**src/rtl/frac_div_pkg.sv**
```systemverilog
package frac_div_pkg;
  localparam int FLD_W    = 12;
  localparam int CFG_W    = 32;
  localparam int EN_BIT   = 31;
  localparam int MODE_LSB = 28;
  localparam int MODE_W   = 2;
  localparam int MODE_RUN = 1;
  localparam int LO_LSB   = 0;
  localparam int HI_LSB   = 12;

  typedef struct packed {
    logic [FLD_W-1:0] n0;
    logic [FLD_W-1:0] n1;
    logic [FLD_W-1:0] m0;
    logic [FLD_W-1:0] m1;
  } ratio_t;

  function automatic ratio_t unpack_ratio(input logic [CFG_W-1:0] d, input logic [CFG_W-1:0] r);
    ratio_t x;
    x.n0 = d[LO_LSB +: FLD_W];
    x.n1 = d[HI_LSB +: FLD_W];
    x.m0 = r[LO_LSB +: FLD_W];
    x.m1 = r[HI_LSB +: FLD_W];
    return x;
  endfunction

  function automatic logic cfg_active(input logic [CFG_W-1:0] d);
    return d[EN_BIT] && (d[MODE_LSB +: MODE_W] == MODE_W'(MODE_RUN));
  endfunction
endpackage

```
**src/rtl/frac_div_period.sv**
```systemverilog
module frac_div_period #(
  parameter int W = 12
) (
  input  logic         clk_i,
  input  logic         rst_ni,
  input  logic         en_i,
  input  logic [W-1:0] term_i,
  output logic         done_o
);
  logic [W-1:0] cnt_q;

  assign done_o = en_i && (cnt_q == term_i);

  always_ff @(posedge clk_i or negedge rst_ni) begin
    if (!rst_ni)      cnt_q <= '0;
    else if (!en_i)   cnt_q <= '0;
    else if (done_o)  cnt_q <= '0;
    else              cnt_q <= cnt_q + 1'b1;
  end

  // count never runs past the active period length
  p_cnt_bound_r1: assert property (@(posedge clk_i) disable iff (!rst_ni)
    cnt_q <= term_i);

  // a period end restarts the count
  p_wrap_zero_r1: assert property (@(posedge clk_i) disable iff (!rst_ni)
    done_o |=> cnt_q == '0);
endmodule

```
**src/rtl/frac_div_phase.sv**
```systemverilog
module frac_div_phase #(
  parameter int W = 12
) (
  input  logic         clk_i,
  input  logic         rst_ni,
  input  logic         en_i,
  input  logic         step_i,
  input  logic [W-1:0] rep0_i,
  input  logic [W-1:0] rep1_i,
  output logic         sel_o,
  output logic         wrap_o
);
  logic [W-1:0] rep_q;
  logic         sel_q;
  logic [W-1:0] term;
  logic         last;

  assign term   = sel_q ? rep1_i : rep0_i;
  assign last   = step_i && (rep_q == term);
  assign sel_o  = sel_q;
  assign wrap_o = last && sel_q;

  always_ff @(posedge clk_i or negedge rst_ni) begin
    if (!rst_ni) begin
      rep_q <= '0;
      sel_q <= 1'b0;
    end else if (!en_i) begin
      rep_q <= '0;
      sel_q <= 1'b0;
    end else if (last) begin
      rep_q <= '0;
      sel_q <= ~sel_q;
    end else if (step_i) begin
      rep_q <= rep_q + 1'b1;
    end
  end

  // repeat count stays inside the active phase's count
  p_rep_bound_r4: assert property (@(posedge clk_i) disable iff (!rst_ni)
    rep_q <= term);

  // switch to the second ratio only right after a period end
  p_rise_on_step_r4: assert property (@(posedge clk_i) disable iff (!rst_ni)
    $rose(sel_q) |-> $past(step_i));
endmodule

```
**src/rtl/frac_tick_div.sv**
```systemverilog
module frac_tick_div
  import frac_div_pkg::*;
(
  input  logic        clk_i,
  input  logic        rst_ni,
  input  logic [31:0] cfg_div_i,
  input  logic [31:0] cfg_rep_i,
  output logic        tick_o
);
  logic   run_d, run_q;
  ratio_t snap_q;
  logic   sel, wrap, done;
  logic [FLD_W-1:0] n_term;

  assign run_d = cfg_active(cfg_div_i);

  always_ff @(posedge clk_i or negedge rst_ni) begin
    if (!rst_ni) run_q <= 1'b0;
    else         run_q <= run_d;
  end

  // idle or pattern end: take a fresh copy of the ratio fields
  always_ff @(posedge clk_i or negedge rst_ni) begin
    if (!rst_ni)              snap_q <= '0;
    else if (!run_q || wrap)  snap_q <= unpack_ratio(cfg_div_i, cfg_rep_i);
  end

  assign n_term = sel ? snap_q.n1 : snap_q.n0;

  frac_div_period #(.W(FLD_W)) u_period (
    .clk_i  (clk_i),
    .rst_ni (rst_ni),
    .en_i   (run_q),
    .term_i (n_term),
    .done_o (done)
  );

  frac_div_phase #(.W(FLD_W)) u_phase (
    .clk_i  (clk_i),
    .rst_ni (rst_ni),
    .en_i   (run_q),
    .step_i (done),
    .rep0_i (snap_q.m0),
    .rep1_i (snap_q.m1),
    .sel_o  (sel),
    .wrap_o (wrap)
  );

  assign tick_o = done;

  // a non-running configuration silences the next cycle
  p_off_quiet_r5: assert property (@(posedge clk_i) disable iff (!rst_ni)
    !run_d |=> !tick_o);

  // ratio copy holds for the whole pattern
  p_cfg_hold_r6: assert property (@(posedge clk_i) disable iff (!rst_ni)
    (run_q && !wrap) |=> $stable(snap_q));

  // reset leaves the output low
  always_comb begin
    if (!rst_ni) p_rst_low_r7: assert (!tick_o);
  end
endmodule

```
**config.mk**
```make
export PLATFORM = sky130hd
export DESIGN_NAME = frac_tick_div
export DESIGN_NICKNAME = d
export VERILOG_FILES = /design/src/rtl/frac_div_pkg.sv /design/src/rtl/frac_div_period.sv /design/src/rtl/frac_div_phase.sv /design/src/rtl/frac_tick_div.sv
export SDC_FILE = /design/constraint.sdc
export NUM_CORES = 1
export LEC_CHECK = 0
export CORE_UTILIZATION = 48
export CTS_CLUSTER_SIZE = 10
export DETAILED_ROUTE_END_ITERATION = 6
export HOLD_SLACK_MARGIN = 0.05
export PLACE_DENSITY = 0.77
export SLEW_MARGIN = 25
export SYNTH_ARGS = -nofsm -noshare
export SYNTH_HDL_FRONTEND = slang
export SYNTH_SLANG_ARGS = --single-unit
export TNS_END_PERCENT = 10
```
**constraint.sdc**
```tcl
create_clock -name clk_i -period 2.3 [get_ports clk_i]
set_input_delay 0.69 -clock clk_i [delete_from_list [all_inputs] [get_ports clk_i]]
set_output_delay 0.69 -clock clk_i [all_outputs]
set_load 0.1 [all_outputs]
```
==> metrics <==
status=complete, but fails checks; failing checks=negative setup slack; Post-synth ARST share=1.00; EDFF count, synth=0; syn nets=392; setup ws final=-794 ps; Critical Path Fanout Max=6; synthesized area=3830 um^2; H-tree depth=3; Core Box Area=7730 um^2; prevailing post-synth register cell=dfrtp_1; endpoints failing setup=74; dpl cells=491; Final min period=3090 ps; unrepaired setup endpoints after global routing=yes; Setup WS pre-CTS=-403 ps; routability cong.=0.846; worst-skew pair later-pin latency=350 ps; worst slew pin tran=412 ps; input/output buffers=53; setup TNS=-26050 ps; Area after DPL=4690 um^2; endpoints failing hold=0; fmax=323 MHz; register bit total from synthesis=74; DR iter-0 viols=237; WL/cell=17.1 um; PwrDens=560 nW/um^2; fin crit share=1.35; CP Launch Type=flop; CP Buf/Inv Count=4; cells after synthesis=324; vias in the first global route=2975; sequential cell area fraction in the yosys report=0.484; Power Total=2.87 mW; CP max stage cell=dfrtp_2; kind of critical path=flop to output port; top cell type by total area after synthesis=dfrtp_1; Max rail drop VDD=374 uV; Vias=2784; fill count=547; Ant. Diodes=0; delay-heaviest family, CP=buffers and inverters; largest net degree at the start of global routing=75; global-route wire length before repair=14.8 mm; CTS Buffer Depth=2; DIE AREA=8340 um^2; boundary pin count=67; clk root buf=clkbuf_8; area grow syn2layout=34.0%; gr usage total=0.233; share of the synthesized area in the top cell type=0.484; fraction of layout cells with a size suffix above 1=0.308; Critical Path Max Stage Delay=450 ps; # DRC=0; critical path, cell by cell=buf_12 -> buf_4 -> mux2i_4 -> xnor2_2 -> or3_4 -> nor4_4 -> buf_4 -> buf_12; drt first pass iters=5; fin area=5130 um^2; initial antenna violation count=0; CP required=1610 ps; fin. max-slew vios=0; DIE HEIGHT=91.3 um; MaxCap Viol Count=0; Worst slew margin=0.725; Initial Util=0.495; Nets=476; DIE WIDTH=91.3 um; Final Skew=5.48 ps; Rows=32; TritonCTS clock tree=built; worst min-delay path class=primary input to async pin; # clock sinks=74; fin cells=515; Leakage=2.01 nW; DRT antenna net count=0; gr ovfl total=0; CTS buffer count=9; CP endpoint kind=output port; arrival time at the worst endpoint=2400 ps; final WL=8.82 mm; hpwl dp=5.60 mm; average cell area after synthesis=11.8 um^2; Worst-path clk slew=80 ps; Via-to-Cell Ratio=5.41; synth warn=0; top cells by area, synth=dfrtp_1 (48%), mux2_2 (8.2%), mux2_4 (7.8%); Netlist cell types=40
-- report_power, final --
group	internal (mW)	switching [mW]
logic	0.222	0.129
clock network	0.620	0.496
registers	1.36	0.0434
-- area by class of cell --
cell class	instances	area [um^2]	area share
Multi-Input combinational cell	228	1970	0.384
Tap cell	102	128	0.0249
Sequential cell	74	1850	0.361
Inverter	3	11.3	0.00219
Clock inverter	3	45.0	0.00878
Clock buffer	13	179	0.0349
Timing Repair Buffer	92	945	0.184
-- cells in the mapped netlist, drive strengths merged (3+ instances only) --
cell type and instances:
buf 11, mux2i 24, nand2 27, mux2 48, or4 3, clkbuf 8
o221ai 8, xnor2 23, dfrtp 74, nand3 22, nand4 6, nor4 7
nor3 6, xor2 12, nor2 18
-- per-layer routing --
metal,global-route usage,wire (um)
met1,0.317,4010
met2,0.371,4250
met3,0.0268,346
met4,0.114,217
met5,0,0
-- cells in the final DEF, fill, tap and decap left out, types with 2 or more instances in the layout --
master and instances:
clkinvlp_4 2, mux2_4 20, inv_1 2, mux2i_4 4, mux2_2 28, nand3_1 22, nand2_1 27, o221ai_1 8
mux2i_1 18, or4_1 2, nor2_1 17, buf_6 3, dfrtp_1 73, clkbuf_8 13, ha_1 2, or2_2 2
buf_12 6, nor3_1 6, xor2_1 11, clkdlybuf4s50_1 51, o2111ai_1 2, nor4_2 2, xnor2_1 22, nor4_1 4
buf_4 29, and3_1 2, nand4_1 6, mux2i_2 2
-- logic make-up (layout without fill, tap and decap cells) --
| kind of cell | Yosys count | count (layout) | synth area share |
|---|---|---|---|
| AO/OA/AOI/OAI | 18 | 18 | 0.0379 |
| XOR/XNOR | 35 | 35 | 0.0801 |
| adder cells (fa/ha/maj) | 2 | 2 | 0.00653 |
| buffers and inverters | 22 | 111 | 0.0314 |
| flip-flops | 74 | 74 | 0.484 |
| multiplexers | 72 | 72 | 0.227 |
| AND/OR/NAND/NOR | 101 | 101 | 0.134 |
-- metrics by stage --
step,utilization,hold WS (ps)
floorplan,-,394
global placement,0.607,488
detailed placement,0.607,494
CTS,0.666,373
global route,0.664,384
finish,0.664,336
-- final timing paths --
| kind | start | endpoint | slack [ps] | depth (start not counted) |
|---|---|---|---|---|
| hold reg to reg | snap_q[24] | snap_q[24] | 510 | 1 |
| max in group asynchronous | rst_ni | u_phase.sel_o | 1600 | 2 |
| hold / removal | rst_ni | snap_q[4] | 340 | 2 |
| setup / recovery | u_phase.sel_o | tick_o | -790 | 8 |
| setup reg to reg | u_phase.sel_o | snap_q[33] | -570 | 11 |
| min in group clk_i | snap_q[24] | snap_q[24] | 510 | 1 |
-- state kept, by name, summed over array words and instances, names as in the netlist --
name / flops
u_phase.sel_o: 1
run_q: 1
u_phase.rep_q: 12
u_period.cnt_q: 12
snap_q: 48
-- repair_timing --
action	in CTS	in global routing
setup endpoints to repair	72	74
hold buffers	0	0
buffers inserted	12	0
cloned	3	0
resized for setup	12	11
pin swaps	10	2
Power figures use the tool's default switching activity.
